[config.mk]
export PLATFORM = sky130hd
export DESIGN_NAME = cfl_unit
export DESIGN_NICKNAME = d
export VERILOG_FILES = /design/src/rtl/cfl_pkg.sv /design/src/rtl/cfl_field_sel.sv /design/src/rtl/cfl_lut_core.sv /design/src/rtl/cfl_merge.sv /design/src/rtl/cfl_unit.sv
export SDC_FILE = /design/constraint.sdc
export NUM_CORES = 1
export LEC_CHECK = 0
export ABC_CLOCK_PERIOD_IN_PS = 6400
export BUFFER_PORTS_ARGS = -buffer_cell sky130_fd_sc_hd__buf_2
export CORE_MARGIN = 2
export CORE_UTILIZATION = 58
export CTS_CLUSTER_DIAMETER = 150
export DETAILED_ROUTE_END_ITERATION = 7
export PLACE_DENSITY = 0.83
export SLEW_MARGIN = 15
export SYNTH_ARGS = -nofsm -noshare
export SYNTH_HDL_FRONTEND = slang
export SYNTH_SLANG_ARGS = --single-unit
[constraint.sdc]
create_clock -name clk -period 6.4 [get_ports clk]
set_clock_uncertainty 0.2 [all_clocks]
set_input_delay 0.32 -clock clk [delete_from_list [all_inputs] [get_ports clk]]
set_output_delay 0.32 -clock clk [all_outputs]
set_load 0.1 [all_outputs]
[src/rtl/cfl_pkg.sv]
package cfl_pkg;
  // Width of one condition field; the binary mode indexes a 2-input table,
  // so this stays at 4.
  localparam int unsigned CFL_FIELD_W = 4;
  // Ternary truth-table width (three index bits).
  localparam int unsigned CFL_TT_W = 8;

  typedef enum logic {
    CFL_OP_TERN = 1'b0,
    CFL_OP_BIN  = 1'b1
  } cfl_op_e;

  // One bit of a 3-input lookup: destination bit is the index MSB.
  function automatic logic cfl_tern_bit(input logic [CFL_TT_W-1:0] tt,
                                        input logic d, input logic a,
                                        input logic b);
    return tt[{d, a, b}];
  endfunction

  // One bit of a 2-input lookup whose table is a whole field.
  function automatic logic cfl_bin_bit(input logic [CFL_FIELD_W-1:0] lut,
                                       input logic d, input logic a);
    return lut[{d, a}];
  endfunction

  // LSB position of field n in a register of nf fields (field 0 on top).
  function automatic int unsigned cfl_field_lsb(input int unsigned n,
                                                input int unsigned nf);
    return (nf - 1 - n) * CFL_FIELD_W;
  endfunction
endpackage

[src/rtl/cfl_field_sel.sv]
module cfl_field_sel
  import cfl_pkg::*;
#(
  parameter  int unsigned NUM_FIELDS = 8,
  localparam int unsigned SEL_W      = (NUM_FIELDS > 1) ? $clog2(NUM_FIELDS) : 1,
  localparam int unsigned REG_W      = NUM_FIELDS * CFL_FIELD_W
) (
  input  logic [REG_W-1:0]       cr_i,
  input  logic [SEL_W-1:0]       sel_i,
  output logic [CFL_FIELD_W-1:0] fld_o
);
  logic [CFL_FIELD_W-1:0] fields [NUM_FIELDS];

  for (genvar n = 0; n < NUM_FIELDS; n++) begin : g_fld
    assign fields[n] = cr_i[cfl_field_lsb(n, NUM_FIELDS) +: CFL_FIELD_W];
  end

  always_comb begin
    fld_o = '0;
    for (int n = 0; n < NUM_FIELDS; n++) begin
      if (sel_i == SEL_W'(n)) fld_o = fields[n];
    end
  end
endmodule

[src/rtl/cfl_lut_core.sv]
module cfl_lut_core
  import cfl_pkg::*;
(
  input  logic                   op_bin_i,
  input  logic [CFL_FIELD_W-1:0] dst_fld_i,
  input  logic [CFL_FIELD_W-1:0] srca_fld_i,
  input  logic [CFL_FIELD_W-1:0] srcb_fld_i,
  input  logic [CFL_TT_W-1:0]    tt_i,
  output logic [CFL_FIELD_W-1:0] res_o
);
  logic [CFL_FIELD_W-1:0] tern_res;
  logic [CFL_FIELD_W-1:0] bin_res;

  for (genvar i = 0; i < CFL_FIELD_W; i++) begin : g_bit
    assign tern_res[i] = cfl_tern_bit(tt_i, dst_fld_i[i], srca_fld_i[i],
                                      srcb_fld_i[i]);
    assign bin_res[i]  = cfl_bin_bit(srcb_fld_i, dst_fld_i[i], srca_fld_i[i]);
  end

  assign res_o = (cfl_op_e'(op_bin_i) == CFL_OP_BIN) ? bin_res : tern_res;
endmodule

[src/rtl/cfl_merge.sv]
module cfl_merge
  import cfl_pkg::*;
#(
  parameter  int unsigned NUM_FIELDS = 8,
  localparam int unsigned SEL_W      = (NUM_FIELDS > 1) ? $clog2(NUM_FIELDS) : 1,
  localparam int unsigned REG_W      = NUM_FIELDS * CFL_FIELD_W
) (
  input  logic [REG_W-1:0]       cr_i,
  input  logic [SEL_W-1:0]       dst_sel_i,
  input  logic [CFL_FIELD_W-1:0] res_i,
  input  logic [CFL_FIELD_W-1:0] mask_i,
  input  logic                   wr_en_i,
  output logic [REG_W-1:0]       cr_next_o,
  output logic [REG_W-1:0]       wr_bits_o
);
  for (genvar n = 0; n < NUM_FIELDS; n++) begin : g_fld
    localparam int unsigned LSB = cfl_field_lsb(n, NUM_FIELDS);
    logic hit;
    assign hit = wr_en_i && (dst_sel_i == SEL_W'(n));
    for (genvar i = 0; i < CFL_FIELD_W; i++) begin : g_bit
      assign wr_bits_o[LSB+i] = hit & mask_i[i];
      assign cr_next_o[LSB+i] = wr_bits_o[LSB+i] ? res_i[i] : cr_i[LSB+i];
    end
  end
endmodule

[src/rtl/cfl_unit.sv]
module cfl_unit
  import cfl_pkg::*;
#(
  parameter  int unsigned NUM_FIELDS = 8,
  localparam int unsigned SEL_W      = (NUM_FIELDS > 1) ? $clog2(NUM_FIELDS) : 1,
  localparam int unsigned REG_W      = NUM_FIELDS * CFL_FIELD_W
) (
  input  logic                   clk,
  input  logic                   rst_n,
  input  logic                   op_valid,
  input  logic                   op_kind,
  input  logic [SEL_W-1:0]       dst_sel,
  input  logic [SEL_W-1:0]       srca_sel,
  input  logic [SEL_W-1:0]       srcb_sel,
  input  logic [CFL_TT_W-1:0]    tt_imm,
  input  logic [CFL_FIELD_W-1:0] wr_mask,
  output logic [REG_W-1:0]       cr_out,
  output logic                   trap_o
);
  logic [REG_W-1:0]       cr_q;
  logic                   trap_q;
  logic [CFL_FIELD_W-1:0] fld_dst;
  logic [CFL_FIELD_W-1:0] fld_a;
  logic [CFL_FIELD_W-1:0] fld_b;
  logic [CFL_FIELD_W-1:0] lut_res;
  logic [REG_W-1:0]       cr_next;
  logic [REG_W-1:0]       wr_bits;   // per-bit write event, used by checker
  logic                   op_write;  // legal operation this cycle
  logic                   op_illegal;// empty mask this cycle

  assign op_write   = op_valid && (wr_mask != '0);
  assign op_illegal = op_valid && (wr_mask == '0);

  // All three reads come from the pre-update register image.
  cfl_field_sel #(.NUM_FIELDS(NUM_FIELDS)) u_sel_dst (
    .cr_i(cr_q), .sel_i(dst_sel), .fld_o(fld_dst));
  cfl_field_sel #(.NUM_FIELDS(NUM_FIELDS)) u_sel_a (
    .cr_i(cr_q), .sel_i(srca_sel), .fld_o(fld_a));
  cfl_field_sel #(.NUM_FIELDS(NUM_FIELDS)) u_sel_b (
    .cr_i(cr_q), .sel_i(srcb_sel), .fld_o(fld_b));

  cfl_lut_core u_core (
    .op_bin_i  (op_kind),
    .dst_fld_i (fld_dst),
    .srca_fld_i(fld_a),
    .srcb_fld_i(fld_b),
    .tt_i      (tt_imm),
    .res_o     (lut_res)
  );

  cfl_merge #(.NUM_FIELDS(NUM_FIELDS)) u_merge (
    .cr_i     (cr_q),
    .dst_sel_i(dst_sel),
    .res_i    (lut_res),
    .mask_i   (wr_mask),
    .wr_en_i  (op_write),
    .cr_next_o(cr_next),
    .wr_bits_o(wr_bits)
  );

  always_ff @(posedge clk or negedge rst_n) begin
    if (!rst_n) begin
      cr_q   <= '0;
      trap_q <= 1'b0;
    end else begin
      cr_q   <= cr_next;
      trap_q <= op_illegal;
    end
  end

  assign cr_out = cr_q;
  assign trap_o = trap_q;
endmodule

* Yosys cells after proc, flatten, opt, wreduce, memory -nomap -nowiden
Index checks and enable logic that the tools add are counted.
W data, S select, Z words.
** Word-level totals
- Register bits after elaboration :: 33
- Logic and storage cells :: 150
- Bits of input ports :: 25
- Output and inout port bits :: 33
** Cells by class
- Equality and inequality tests :: 21
- Magnitude comparators :: 8
- Mux-type cells :: 41
- Bitwise gates (word level) :: 32
- Reductions and logical operators :: 15
** Operators with widths (number)
- $mux W4 :: 25
- $eq A3 B3 Y1 const B :: 12
- $and A1 B1 Y1 :: 32
- $eq A3 B2 Y1 const B :: 6
- $lt A3 B4 Y1 const B :: 4
- $bmux W1 S3 :: 4
- $lt A2 B3 Y1 const B :: 4
- $logic_and A1 B1 Y1 :: 10
- $eq A3 B1 Y1 const B :: 3
- $logic_not A3 Y1 :: 3
- $bmux W1 S2 :: 4
- $mux W1 :: 8
- $logic_not A4 Y1 :: 1
- $reduce_bool A4 Y1 :: 1

* Logic depth before layout (Yosys ltp)
- Depth after elaboration :: 12
- Depth in mapped cells :: 10
- Depth with buffers taken out :: 8

* Cells and area by module
From an unflattened synthesis, not the netlist that was laid out.
** Unflattened totals
- Cell total of the unflattened synthesis :: 202
- Area, all modules :: 2951.6 µm²
** Modules (own cells, without submodules)
- cfl_field_sel :: sequential area each 0.0 µm², times used 3, cells an instance 22, area each 290.3 µm²
- cfl_unit :: sequential area each 825.8 µm², times used 1, cells an instance 36, area each 850.8 µm²
- cfl_merge :: sequential area each 0.0 µm², times used 1, cells an instance 72, area each 829.5 µm²
- cfl_lut_core :: sequential area each 0.0 µm², times used 1, cells an instance 28, area each 400.4 µm²

* Worst setup path before layout
No wires, ideal clock.
- Path kind :: register to register
- Start :: reg cr_q[10], in the netlist cr_out[10]
- End :: reg cr_q[6], in the netlist cr_out[6]
- Data arrival time :: 2.713 ns
- Required time :: 6.131 ns
- Clock period less this slack :: 2.982 ns
- Path slack :: 3.418 ns
- Buffers on the path :: 0
- Stages on the path, launching flop included :: 9
- Setup time :: 0.069 ns
- Cells stage by stage :: dfrtp_1 -> mux2_2 -> o22ai_1 -> nor3_1 -> o21ai_4 -> mux2i_1 -> mux4_2 -> mux2i_4 -> mux2_2
** Between the ends
- Word-level cells in the longest chain between the ends :: 6
- Elaborated cells between the ends (all ways) :: 14
- Classes of those cells :: 14 x mux
** Ends and longest elaborated chain
- start, declared :: line cfl_unit.sv:20 : logic [REG_W-1:0] cr_q;
- start signal, assigned :: line cfl_unit.sv:66 : cr_q <= cr_next;
- $mux W4 (3 in series) :: line cfl_field_sel.sv:21 : if (sel_i == SEL_W'(n)) fld_o = fields[n];
- $bmux W1 S3 or $bmux W1 S2 (tied branches) :: line cfl_pkg.sv:17, cfl_pkg.sv:23
- $mux W1, on equally long branches :: line cfl_pkg.sv:17, cfl_pkg.sv:23
- $mux W4 * :: line cfl_lut_core.sv:20 : assign res_o = (cfl_op_e'(op_bin_i) == CFL_OP_BIN) ? bin_res : tern_res;
Mark *: on every way between the ends. The rest lies on a longest branch, timed or not. The select of a mux whose other input is x is not followed.
A chain may end at the register's enable or synchronous reset.

* Worst setup path in the final report
- Start :: reg cr_q[0], in the netlist cr_out[0]
- End :: reg cr_q[14], in the netlist cr_out[14]
** Between the ends
- Word-level cells in the longest chain between the ends :: 4
** Ends and longest elaborated chain
- $mux W4 :: line cfl_field_sel.sv:21
- $bmux W1 S2 :: line cfl_pkg.sv:23 : return lut[{d, a}];
- $mux W1 (implied by the code) :: line cfl_pkg.sv:23
- $mux W4 :: line cfl_lut_core.sv:20
No other way between the ends. The select of a mux whose other input is x is not followed.

==> metrics.txt <==
GPL Wtd Cong=approximately 0.86; final setup TNS=0 ns; Hold Path Origin=op_valid; diode count=0; chip width=75.0 um; area of the core=4790 sq um; Hold Path Class=in -> reg; Synth Cell Area=2920 sq um; Cell Count Post-Placement=431; Synth Net Count=between 300 and 400; f_max=0.368 GHz; Remaining DRCs=0; WP data arrival=2.69 ns; Routed Wire Length=8.08 mm; RSZ-0062 raised after global routing=no; # fillers=388; worst relative slew slack=0.233; Hold Fails Final Rpt=0; gr ovfl total=0; post-route cell area=3280 sq um; Layout Area Growth over Synthesis=12.3%; IO buf count=57; placed instance area=between 3000 and 4000 sq um; Design Power=0.00178 W; final critical path time including I/O delays and setup=around 2.7 ns; I/O pins=58; Initial Util=0.610; worst skew pair latency=0.29 ns; CP Class=reg -> reg; Max Cap Viol=0; Root Buffer=clkbuf_8; measured slew at the worst slew-check pin=approximately 1.1 ns; first-pass GRT wire length=13.0 mm; area leader, netlist=dfrtp_1; Pre-antenna DRT Iters=5; drt via density=6.53; CTS Hold Bufs=1; die area=between 5000 and 6000 sq um; Mean Syn Cell Area=8.93 sq um; initial antenna violation count=0; Worst Path Max Fanout=8; LEAKAGE=1.43 nW; DRT iter0 DRCs=roughly 190; cell area power density=542 nW/um^2; Num CTS Buffers=5; hold_ws=0.0650 ns; outcome=finished clean; Seq/Total Area, Yosys=0.283; Pins Over Slew Limit=0; Nets=397; Yosys warnings=0; Clock Pin Slew Worst Setup and Hold Paths=0.07 ns; clock sink total=33; Post-Layout Cell Count=439; data required time at the worst endpoint=6.37 ns; deepest clock path buffer count=2; top-count cell post-synth=nand2_1; Yosys reg bits=33; detailed-route via count=~2.9k; Site Rows=25; Yosys cell types=52; DR WL/cell=18.4 um; Total GRT Usage=0.305; number of synthesized flops with an enable pin=0; H-tree Lvls=2; Worst Setup SP=cr_out[0]; share of synthesized registers carrying an async set or reset=1.00; number of global-route vias before repair=approximately 2.6k; Mapped Cells=327; crit path capture type=flop; layout cells sized above 1=0.258; CTS tree=done; final setup fails=0; detailed placement HPWL=between 6 and 7 mm; top cells by area, synth=dfrtp_1, mux2i_1, mux4_2; reg2reg start=cr_out[0]; Synth top cells by count=nand2_1, a21oi_1, dfrtp_1, mux2i_1, inv_1; setup repair bufs after CTS=0; Die Y=75.0 um; Synth Flop Type=dfrtp_1; Peak VDD IR=0.694 mV; # resized after CTS=0; Tcrit/Tclk final=0.425; CP startpoint kind=flop; Final ANT Viol Nets=0; top-area cell type share of the netlist area=0.283; pin count of the biggest net entering global routing=34
==> area by class of cell <==
class | count | area (sq um) | share of cell area
well taps | 67 | 83.8 | 0.0256
multi-input cells | 258 | 1930 | 0.588
repair buffers | 58 | 295 | 0.0900
clock buffers | 7 | 86.3 | 0.0263
flip-flops and latches | 33 | 826 | 0.252
inverters | 16 | 60.1 | 0.0183
==> worst paths after layout <==
check                             end  slack, ns  cells past startpoint
max                        cr_out[14]       3.68                      8
min                            trap_o       0.06                      2
max reg2reg                cr_out[14]       3.68                      8
min reg2reg                cr_out[16]       0.39                      2
max in group asynchronous  cr_out[25]       5.11                      2
min in group asynchronous  cr_out[26]       0.43                      2
==> report_power, final <==
| part | internal, W | total [W] | switching (W) | leakage (nW) |
|---|---|---|---|---|
| Clock | 0.0000852 | 0.000157 | 0.0000721 | 0.0443 |
| Sequential | 0.000291 | 0.000427 | 0.000136 | 0.398 |
| Combinational | 0.000294 | 0.00119 | 0.000899 | 0.985 |
==> state kept, by name, summed over array words and instances, names as in the netlist <==
signal and count:
cr_out 32, trap_o 1
==> through the flow <==
step / worst slack [ns] / util
floorplan: 3.42 / -
global placement: 3.47 / 0.665
detailed placement: 3.43 / 0.665
CTS: 3.70 / 0.685
global route: 3.50 / 0.685
finish: 3.68 / 0.685
==> routing by layer <==
layer | GRT usage | vias to the layer above | wire (um)
met5 | 0 | - | 0
met4 | 0.109 | 0 | 150
met3 | 0.0495 | 16 | 672
met2 | 0.478 | 145 | 3940
met1 | 0.431 | 1388 | 3320
li1 | - | 1316 | -
==> cell families after synthesis <==
family                 Yosys count  share of synthesized area
muxes                           57                      0.259
AOI/OAI and AO/OA              104                      0.242
buffers and inverters           36                     0.0570
and+or+nand+nor                 97                      0.160
DFF                             33                      0.283
==> layout by cell type (no fill, tap or decap), drive strengths merged, types with 2 or more instances in the layout <==
cell type | netlist | routed
nor2 | 14 | 14
a211oi | 4 | 4
a31oi | 4 | 4
nand2b | 8 | 8
a221o | 2 | 2
and2 | 3 | 3
mux4 | 11 | 11
nor4 | 3 | 3
o21ai | 21 | 21
a21o | 2 | 2
o22ai | 5 | 5
o211ai | 5 | 5
a21oi | 40 | 40
nand3b | 2 | 2
nand2 | 41 | 41
mux2 | 15 | 15
inv | 16 | 16
mux2i | 31 | 31
or3 | 2 | 2
dfrtp | 33 | 33
nor3 | 5 | 5
o31ai | 6 | 6
nor2b | 4 | 4
clkbuf | 8 | 7
buf | 12 | 57
a221oi | 3 | 3
a22oi | 3 | 3
nand3 | 8 | 8
nor3b | 6 | 6
==> worst max-delay path, cell delays in order (launching register included) <==
cell	delay (ns)
dfrtp_1	0.45
nand3_1	0.12
o31ai_1	0.10
or3_1	0.52
a21boi_1	0.31
mux2i_1	0.14
mux2i_1	0.28
mux2i_4	0.17
mux2_1	0.31
Power figures use the tool's default switching activity.
